`src/rtl/pllb_pkg.sv`:
```
package pllb_pkg;
  localparam int BYTE_W   = 8;
  localparam int NUM_PCLK = 4;

  // LSB of pixel clock n's 2-bit field in the post-divider register
  function automatic int post_lsb(input int n);
    return 2 * n;
  endfunction

  // Extra post-divider bit of pixel clock n in the extended register
  function automatic int ext_bit(input int n);
    return 4 + n;
  endfunction

  // Address/control byte as stored: bit 0 forced to zero
  function automatic logic [7:0] addr_clean(input logic [7:0] b);
    return {b[7:1], 1'b0};
  endfunction
endpackage

```
`src/rtl/pllb_addr_port.sv`:
```
module pllb_addr_port #(
  parameter int IDX_W = 6
) (
  input  logic             clk,
  input  logic             rst_n,
  input  logic             wr_ev,
  input  logic [7:0]       wdata,
  output logic [7:0]       addr_byte,
  output logic [IDX_W-1:0] idx,
  output logic             we
);
  import pllb_pkg::*;

  always_ff @(posedge clk or negedge rst_n) begin
    if (!rst_n)     addr_byte <= '0;
    else if (wr_ev) addr_byte <= addr_clean(wdata);
  end

  assign idx = addr_byte[2 +: IDX_W];
  assign we  = addr_byte[1];

  p_addr_latch_r2: assert property (@(posedge clk) disable iff (!rst_n)
    wr_ev |=> (addr_byte[7:1] == $past(wdata[7:1])) && (addr_byte[0] == 1'b0));
  p_addr_hold_r2: assert property (@(posedge clk) disable iff (!rst_n)
    !wr_ev |=> $stable(addr_byte));
endmodule

```
`src/rtl/pllb_regfile.sv`:
```
module pllb_regfile #(
  parameter int         IDX_W     = 6,
  parameter int         REG_COUNT = 16,
  parameter int         REF_IDX   = 2,
  parameter logic [7:0] REF_RST   = 8'h40
) (
  input  logic                   clk,
  input  logic                   rst_n,
  input  logic                   wr_ev,
  input  logic                   we,
  input  logic [IDX_W-1:0]       idx,
  input  logic [7:0]             wdata,
  output logic [7:0]             rd_word,
  output logic [REG_COUNT*8-1:0] file_flat
);
  localparam int FLAT_W = REG_COUNT * 8;

  logic [7:0] regs [REG_COUNT];
  logic       in_range;
  logic       store;

  assign in_range = (idx < IDX_W'(REG_COUNT));
  assign store    = wr_ev && we && in_range;

  for (genvar g = 0; g < REG_COUNT; g++) begin : g_reg
    localparam logic [7:0] RST_V = (g == REF_IDX) ? REF_RST : 8'h00;
    always_ff @(posedge clk or negedge rst_n) begin
      if (!rst_n)                             regs[g] <= RST_V;
      else if (store && idx == IDX_W'(g))     regs[g] <= wdata;
    end
    assign file_flat[g*8 +: 8] = regs[g];
  end

  always_comb begin
    rd_word = 8'h00;
    for (int i = 0; i < REG_COUNT; i++)
      if (idx == IDX_W'(i)) rd_word = regs[i];
  end

  p_store_r3: assert property (@(posedge clk) disable iff (!rst_n)
    (wr_ev && we && in_range) |=> (rd_word == $past(wdata)));
  p_no_we_hold_r4: assert property (@(posedge clk) disable iff (!rst_n)
    (wr_ev && !we) |=> $stable(file_flat));
  p_oob_hold_r6: assert property (@(posedge clk) disable iff (!rst_n)
    (wr_ev && !in_range) |=> $stable(file_flat));
  p_oob_zero_r6: assert property (@(posedge clk) disable iff (!rst_n)
    !in_range |-> (rd_word == 8'h00));

  logic [FLAT_W-1:0] unused_chk;
  assign unused_chk = file_flat;
endmodule

```
`src/rtl/pllb_clk_decode.sv`:
```
module pllb_clk_decode #(
  parameter int REG_COUNT = 16,
  parameter int REF_IDX   = 2,
  parameter int POST_IDX  = 5,
  parameter int EXT_IDX   = 6,
  parameter int FB_BASE   = 7
) (
  input  logic [REG_COUNT*8-1:0] file_flat,
  input  logic [1:0]             pclk_sel,
  output logic [7:0]             pclk_fb_div,
  output logic [2:0]             pclk_post_code,
  output logic [2:0]             mclk_post_sel,
  output logic [7:0]             ref_div
);
  import pllb_pkg::*;

  logic [7:0] post_reg, ext_reg;
  assign post_reg      = file_flat[POST_IDX*8 +: 8];
  assign ext_reg       = file_flat[EXT_IDX*8 +: 8];
  assign ref_div       = file_flat[REF_IDX*8 +: 8];
  assign mclk_post_sel = ext_reg[2:0];

  always_comb begin
    pclk_fb_div    = 8'h00;
    pclk_post_code = 3'b000;
    for (int n = 0; n < NUM_PCLK; n++) begin
      if (pclk_sel == 2'(n)) begin
        pclk_fb_div    = file_flat[(FB_BASE + n)*8 +: 8];
        pclk_post_code = {ext_reg[ext_bit(n)], post_reg[post_lsb(n) +: 2]};
      end
    end
  end
endmodule

```
`src/rtl/pll_cfg_bridge.sv`:
```
module pll_cfg_bridge #(
  parameter int         IDX_W     = 6,
  parameter int         REG_COUNT = 16,
  parameter int         REF_IDX   = 2,
  parameter int         POST_IDX  = 5,
  parameter int         EXT_IDX   = 6,
  parameter int         FB_BASE   = 7,
  parameter logic [7:0] REF_RST   = 8'h40
) (
  input  logic       clk,
  input  logic       rst_n,
  input  logic       host_sel,
  input  logic       host_wr,
  input  logic       host_rd,
  input  logic [7:0] host_wdata,
  output logic [7:0] host_rdata,
  input  logic [1:0] pclk_sel,
  output logic [7:0] pclk_fb_div,
  output logic [2:0] pclk_post_code,
  output logic [2:0] mclk_post_sel,
  output logic [7:0] ref_div
);
  localparam int FLAT_W = REG_COUNT * 8;

  // named internal events
  logic addr_wr_ev, data_wr_ev, rd_ev;
  assign addr_wr_ev = host_wr && !host_sel;
  assign data_wr_ev = host_wr &&  host_sel;
  assign rd_ev      = host_rd;

  logic [7:0]        addr_byte;
  logic [IDX_W-1:0]  idx;
  logic              we;
  logic [7:0]        rd_word;
  logic [FLAT_W-1:0] file_flat;
  logic [7:0]        rd_next;

  pllb_addr_port #(.IDX_W(IDX_W)) u_addr (
    .clk(clk), .rst_n(rst_n), .wr_ev(addr_wr_ev), .wdata(host_wdata),
    .addr_byte(addr_byte), .idx(idx), .we(we));

  pllb_regfile #(.IDX_W(IDX_W), .REG_COUNT(REG_COUNT), .REF_IDX(REF_IDX),
                 .REF_RST(REF_RST)) u_file (
    .clk(clk), .rst_n(rst_n), .wr_ev(data_wr_ev), .we(we), .idx(idx),
    .wdata(host_wdata), .rd_word(rd_word), .file_flat(file_flat));

  pllb_clk_decode #(.REG_COUNT(REG_COUNT), .REF_IDX(REF_IDX), .POST_IDX(POST_IDX),
                    .EXT_IDX(EXT_IDX), .FB_BASE(FB_BASE)) u_dec (
    .file_flat(file_flat), .pclk_sel(pclk_sel), .pclk_fb_div(pclk_fb_div),
    .pclk_post_code(pclk_post_code), .mclk_post_sel(mclk_post_sel),
    .ref_div(ref_div));

  assign rd_next = host_sel ? rd_word : addr_byte;

  always_ff @(posedge clk or negedge rst_n) begin
    if (!rst_n)     host_rdata <= 8'h00;
    else if (rd_ev) host_rdata <= rd_next;
  end

  p_rd_latency_r5: assert property (@(posedge clk) disable iff (!rst_n)
    rd_ev |=> (host_rdata == $past(rd_next)));
  p_rd_hold_r5: assert property (@(posedge clk) disable iff (!rst_n)
    !rd_ev |=> $stable(host_rdata));
  p_addr_bit0_r2: assert property (@(posedge clk) disable iff (!rst_n)
    (rd_ev && !host_sel) |=> (host_rdata[0] == 1'b0));
endmodule

```
`config.mk`:
```
export PLATFORM = sky130hd
export DESIGN_NAME = pll_cfg_bridge
export DESIGN_NICKNAME = d
export VERILOG_FILES = /design/src/rtl/pllb_pkg.sv /design/src/rtl/pllb_addr_port.sv /design/src/rtl/pllb_regfile.sv /design/src/rtl/pllb_clk_decode.sv /design/src/rtl/pll_cfg_bridge.sv
export SDC_FILE = /design/constraint.sdc
export NUM_CORES = 1
export LEC_CHECK = 0
export BUFFER_PORTS_ARGS = -buffer_cell sky130_fd_sc_hd__buf_2
export CORE_MARGIN = 10
export CORE_UTILIZATION = 30
export DETAILED_ROUTE_END_ITERATION = 6
export GPL_TIMING_DRIVEN = 0
export PLACE_DENSITY = 0.5
export SLEW_MARGIN = 20
export SYNTH_ARGS = -nofsm -noshare
export SYNTH_HDL_FRONTEND = slang
export SYNTH_SLANG_ARGS = --single-unit
```
`constraint.sdc`:
```
create_clock -name clk -period 1.88 [get_ports clk]
set_input_delay 0.188 -clock clk [delete_from_list [all_inputs] [get_ports clk]]
set_output_delay 0.188 -clock clk [all_outputs]
set_load 0.01 [all_outputs]
```
==> run_results.csv, run 1 <==
group,metric,value,unit
die,die_h,174,um
detailed_routing,via_count,5063,
cts,cts-root-buf,"clkbuf_16",
global_route,grt_use_met3,3.27,%
global_route,grt_use_total,14.8,%
cts,cts.sinks,143,
pwr,internal-power,6.17,mW
pwr,p_switching,2.26,mW
die,rows,56,
global_route,grt_busiest_layer,"met2",
synth,synth_warnings,0,
die,die_area,30400,sq um
layout,mostFrequentLayoutCell,"dfrtp_1",
sta,hold_violations,0,
detailed_routing,ant_nets,0,
placed_design,place.gp.congestion,0.874,
sta,min_period,2.03,ns
setup_path,timing.rr.end,"host_rdata[5]",
synth,syn-num-nets,556,
detailed_routing,vias_per_cell,5.22,
layout,area_growth,29.4,%
synth,synth_top_cell_area_share,49.7,%
sta,fin_ws,-0.149,ns
setup_path,cp-start-kind,"flip-flop",
worst_hold_path,holdPathStages,2,
pwr,switching_share,26.8,%
pwr,p_per_area,911,nW/um^2
detailed_routing,avgRoutedWirePerCell,23.1,um
sta,drv_slew,0,
global_route,gr-total-overflow,0,
setup_path,r2r_cells,6,
synth,synth_edf_count,0,
layout,antenna_cells,0,
die,die_w,174,um
layout,drive_above_1_share,52.4,%
worst_hold_path,hp-class,"input port to flip-flop",
detailed_routing,drc,0,
status,outcome,"finished with violations",
sta,rsz0062_at_grt,"yes",
sta,holdWs,0.0910,ns
sta,report.final.setup_viol,80,
synth,synth.avg_cell_area,13.2,sq um
setup_path,crit_fanout,6,
setup_path,required,2.23,ns
pwr,ir_drop,0.000569,V
sta,clock.fmax,493,MHz
setup_path,rr_startpoint,"u_addr.addr_byte[4]",
cts,htree_levels,4,
global_route,grt_pass1_vias,5435,
layout,utilization,39.4,%
pwr,p_leak,4.22,nW
cts,clkTransAtPathRegs,0.06,ns
synth,ys_seq_area_share,50.1,%
global_route,grt_pass1_wl,34.3,mm
placed_design,placed_area,7810,sq um
layout,design_area,9260,sq um
worst_hold_path,holdPathEnd,"u_file.file_flat[88]",
setup_path,r2r_slack,-0.15,ns
die,coreArea,23500,sq um
sta,slew_headroom,40.0,%
sta,setup_tns,-2.70,ns
worst_hold_path,hp-start,"host_wdata[0]",
synth,synthDistinctLibCells,54,
setup_path,critPathKind,"flip-flop to flip-flop",
job,max_cap_viol_count,0,
synth,syn_area,7150,sq um
synth,synthCells,541,
synth,ys_async_sr_fraction,100,%
global_route,antenna_found_initial,0,
placed_design,io_buffers,44,
pwr,power_frac_comb,17.4,%
cts,clockBufferDepth,2,
detailed_routing,drt-initial-drc-count,371,
layout,most-common-layout-cells,"dfrtp_1 (140), mux2_2 (126), buf_2 (44)",
sta,tightest_slew,0.901,ns
cts,tritoncts,"built",
setup_path,crit_path_end_kind,"flip-flop",
pwr,seq_power_share,40.0,%
global_route,met2_usage,22.4,%
pwr,clkPwrFrac,42.5,%
detailed_routing,first_pass_iters,5,
die,start_util,30.5,%
synth,synthTopCellsByArea,"dfrtp_1 (50%), mux2_2 (21%), mux4_2 (6.3%)",
synth,synth_top_area_cell,"dfrtp_1",
setup_path,cp.arrival,2.38,ns
global_route,use_met1,20.1,%
status,violations,"setup timing",
synth,ys_seq_elements,143,
cts,clk_latency,0.43,ns
synth,synth_ff_type,"dfrtp_1",
placed_design,dp_hpwl,15.2,mm
layout,fin_nets,653,
sta,skew,0.00918,ns
sta,post-route-period-util,108,%
detailed_routing,wirelength,22.4,mm
cts,cts_buffers,17,
global_route,grt_max_degree,83,
die,io_pins,45,
-- timing repair --
item                       in CTS  in global routing
resized for setup              84                 32
hold endpoints to repair       80                  0
pin swaps                      13                 12
hold buffers                    1                  0
setup buffers                  22                 10
cloned                          1                  1
setup endpoints to repair     147                131
-- cells in the mapped netlist (2+ instances only) --
master and instances:
nor3b_1 2, o21a_1 4, clkbuf_1 16, nor2_1 10, a21oi_1 10, o211ai_1 2
o22ai_1 3, or3b_2 5, a211oi_1 2, inv_1 4, a32o_1 4, nand3_1 9
mux2_2 134, buf_2 18, o221ai_1 3, a221oi_1 10, o2bb2ai_1 5, nand2b_1 6
and2_1 4, nand3_2 9, nand2_1 9, mux2i_1 17, nor2b_1 8, mux4_2 20
buf_4 14, a22oi_1 2, nor3_1 2, o21ai_0 42, dfrtp_1 142
-- worst max-delay path by stage --
stage                              from              endpoint  slack [ns]  cells past startpoint
floorplan           u_addr.addr_byte[6]         host_rdata[0]        0.04                      7
global placement                  rst_n  u_file.file_flat[61]       -1.44                      1
detailed placement  u_addr.addr_byte[5]  u_file.file_flat[60]       -0.89                      5
CTS                 u_addr.addr_byte[2]         host_rdata[5]       -0.10                      6
global route        u_addr.addr_byte[4]         host_rdata[6]       -0.15                      7
finish              u_addr.addr_byte[4]         host_rdata[5]       -0.15                      6
-- logic make-up after synthesis --
group / Yosys count / share of synthesized area [%]
DFF: 143 / 50.1
AOI/OAI and AO/OA: 97 / 9.01
and+or+nand+nor: 77 / 7.31
muxes: 171 / 29.8
buffers and inverters: 53 / 3.83
-- per-stage QoR --
step,worst slack [ns],power (mW),instances
detailed placement,-0.894,4.55,905
CTS,-0.101,8.41,961
finish,-0.149,8.43,970
global route,-0.148,8.76,970
floorplan,0.0365,4.07,541
global placement,-1.44,4.52,904
-- worst max-delay path, stage by stage, from the launching register on --
cell	delay [ns]
dfrtp_1	0.37
buf_6	0.14
nand2b_4	0.13
mux4_2	0.51
a2111oi_4	0.42
o221ai_1	0.18
a41oi_1	0.20
-- power by group through the flow --
| stage | clock, mW | combinational (mW) | sequential, mW |
|---|---|---|---|
| floorplan | 0 | 0.681 | 3.39 |
| global placement | 0 | 1.11 | 3.41 |
| detailed placement | 0 | 1.13 | 3.42 |
| CTS | 3.66 | 1.38 | 3.37 |
| global route | 3.80 | 1.57 | 3.39 |
| finish | 3.59 | 1.47 | 3.37 |
-- per-layer routing --
| metal | part of all wire, % | vias up | wire length [um] |
|---|---|---|---|
| met1 | 47 | 2646 | 10400 |
| li1 | - | 2244 | - |
| met4 | 2.6 | 0 | 583 |
| met3 | 4.7 | 34 | 1050 |
| met5 | 0 | - | 0 |
| met2 | 46 | 139 | 10300 |
-- state kept, by name, summed over array words and instances, names as in the netlist --
| name | flops |
|---|---|
| host_rdata | 8 |
| u_addr.addr_byte | 7 |
| u_file.file_flat | 128 |
-- layout make-up --
type                            count  area (sq um)
Fill cell                        2201         14200
Multi-Input combinational cell    345          3620
Sequential cell                   143          3580
Timing Repair Buffer               79           634
Clock buffer                       24           502
Tap cell                          319           399
Buffer                             48           374
Clock inverter                      8           126
Inverter                            4          18.8
No activity file was read; power rests on OpenSTA's default activity.
==> run 2, diff against run 1 <==
--- a/config.mk
+++ b/config.mk
@@ -11,6 +11,7 @@
 export DETAILED_ROUTE_END_ITERATION = 6
 export GPL_TIMING_DRIVEN = 0
 export PLACE_DENSITY = 0.5
+export SKIP_LAST_GASP = 1
 export SLEW_MARGIN = 20
 export SYNTH_ARGS = -nofsm -noshare
 export SYNTH_HDL_FRONTEND = slang
==> run 2 against run 1 <==
The run still ends with setup timing left. Clock skew decreased by 0.0014 ns. Combinational power decreased by 4%. Die area unchanged. Final cell count decreased by 0.72%.
==> run_results.csv, run 2 (synthesis gave the netlist of run 1 again) <==
group,metric,value,unit
cts,tritoncts,"built",
cts,clk_latency,0.43,ns
layout,drive_above_1_share,51.4,%
sta,min_period,2.05,ns
setup_path,cp_slowest_stage_delay,0.43,ns
status,outcome,"finished with violations",
placed_design,dp_hpwl,15.2,mm
die,start_util,30.5,%
setup_path,cp-start-kind,"flip-flop",
layout,design_area,9140,sq um
placed_design,post-place-ws,-0.894,ns
detailed_routing,avgRoutedWirePerCell,23.1,um
job,max_cap_viol_count,0,
setup_path,crit_path_end_kind,"flip-flop",
sta,report.final.setup_viol,80,
detailed_routing,drt-initial-drc-count,354,
pwr,clkPwrFrac,42.9,%
setup_path,setup.worst_path.start,"u_addr.addr_byte[3]",
pwr,switching_share,26.8,%
setup_path,cp_slowest_cell,"dfrtp_1",
die,die_area,30400,sq um
pwr,ir_drop,0.000563,V
placed_design,place.gp.congestion,0.874,
placed_design,io_buffers,44,
detailed_routing,drc,0,
status,violations,"setup timing",
global_route,grt_pass1_vias,5439,
layout,fin_nets,646,
die,io_pins,45,
setup_path,crit_top_cell,"buf_6",
setup_path,required,2.19,ns
layout,finalNonFillerCells,963,
detailed_routing,ant_nets,0,
sta,fin_ws,-0.167,ns
global_route,grt_pass1_wl,34.2,mm
global_route,grt_use_total,14.8,%
pwr,seq_power_share,40.2,%
cts,cts.sinks,143,
die,rows,56,
pwr,p_leak,4.17,nW
cts,clockBufferDepth,2,
pwr,p_per_area,917,nW/um^2
setup_path,cp.arrival,2.35,ns
layout,mostFrequentLayoutCell,"dfrtp_1",
cts,clkTransAtPathRegs,0.06,ns
global_route,grt_max_degree,83,
sta,skew,0.00779,ns
cts,cts_buffers,17,
sta,hold_violations,0,
setup_path,rr_startpoint,"u_addr.addr_byte[3]",
layout,fillers,2206,
sta,holdWs,0.0902,ns
sta,post-route-period-util,109,%
setup_path,cpLargestDelayFamily,"compound AO/OA/AOI/OAI gates",
setup_path,critPathKind,"flip-flop to flip-flop",
cts,cts-root-buf,"clkbuf_16",
sta,clock.fmax,489,MHz
worst_hold_path,hp-start,"host_wdata[0]",
setup_path,crit_fanout,10,
cts,htree_levels,4,
setup_path,path_buf_inv,2,
pwr,power_frac_comb,16.9,%
die,coreArea,23500,sq um
worst_hold_path,hp-class,"input port to flip-flop",
layout,largest_register_ffs,128,
pwr,p_switching,2.25,mW
sta,slew_headroom,38.0,%
global_route,antenna_found_initial,0,
placed_design,placed_cells,905,
die,die_w,174,um
detailed_routing,vias_per_cell,5.26,
setup_path,path_cells,"buf_6, buf_6, mux4_2, a221oi_4, o21a_1, o21ai_0",
layout,most-common-layout-cells,"dfrtp_1 (141), mux2_2 (130), buf_2 (43)",
setup_path,r2r_slack,-0.17,ns
detailed_routing,wirelength,22.2,mm
sta,tightest_slew,0.931,ns
detailed_routing,first_pass_iters,4,
sta,rsz0062_at_grt,"yes",
pwr,power,8.38,mW
layout,utilization,38.9,%
global_route,gr-total-overflow,0,
detailed_routing,via_count,5062,
layout,area_growth,27.8,%
placed_design,placed_area,7810,sq um
layout,antenna_cells,0,
sta,drv_slew,0,
pwr,internal-power,6.13,mW
die,die_h,174,um
sta,setup_tns,-2.63,ns
## run 2: worst paths after layout
path | end | depth (start not counted)
worst max-delay path | host_rdata[4] | 6
worst min-delay path | u_file.file_flat[64] | 2
worst max register to register | host_rdata[4] | 6
worst min register to register | u_file.file_flat[107] | 1
max in group asynchronous | host_rdata[1] | 3
min in group asynchronous | u_file.file_flat[25] | 2
## run 2: layout make-up
type | count | area [sq um] | area share (%)
inverters | 4 | 18.8 | 0.205
clock inverters | 8 | 126 | 1.38
multi-input cells | 345 | 3580 | 39.1
plain buffers | 48 | 365 | 4.00
clock buffers | 24 | 502 | 5.49
repair buffers | 72 | 572 | 6.26
flip-flops and latches | 143 | 3580 | 39.2
well taps | 319 | 399 | 4.37
## run 2: power groups by stage
stage | logic, mW | clock network, mW | registers (mW)
2_1_floorplan | 0.681 | 0 | 3.39
3_3_place_gp | 1.11 | 0 | 3.41
3_5_place_dp | 1.13 | 0 | 3.42
4_1_cts | 1.37 | 3.66 | 3.37
5_1_grt | 1.51 | 3.80 | 3.39
6_report | 1.41 | 3.59 | 3.37
## run 2: timing repair
action	in CTS	in global routing
hold endpoints to repair	80	0
setup buffers	22	4
gates resized for setup	78	24
pin swaps	13	10
hold buffers	1	0
cloned	1	0
setup endpoints to repair	147	131
## run 2: routing by layer
metal	up-vias	GRT usage, %	share of wire, %
met4	0	6.20	2.6
met3	32	3.25	4.7
li1	2227	-	-
met1	2666	20.1	47
met5	-	0	0
met2	137	22.3	46
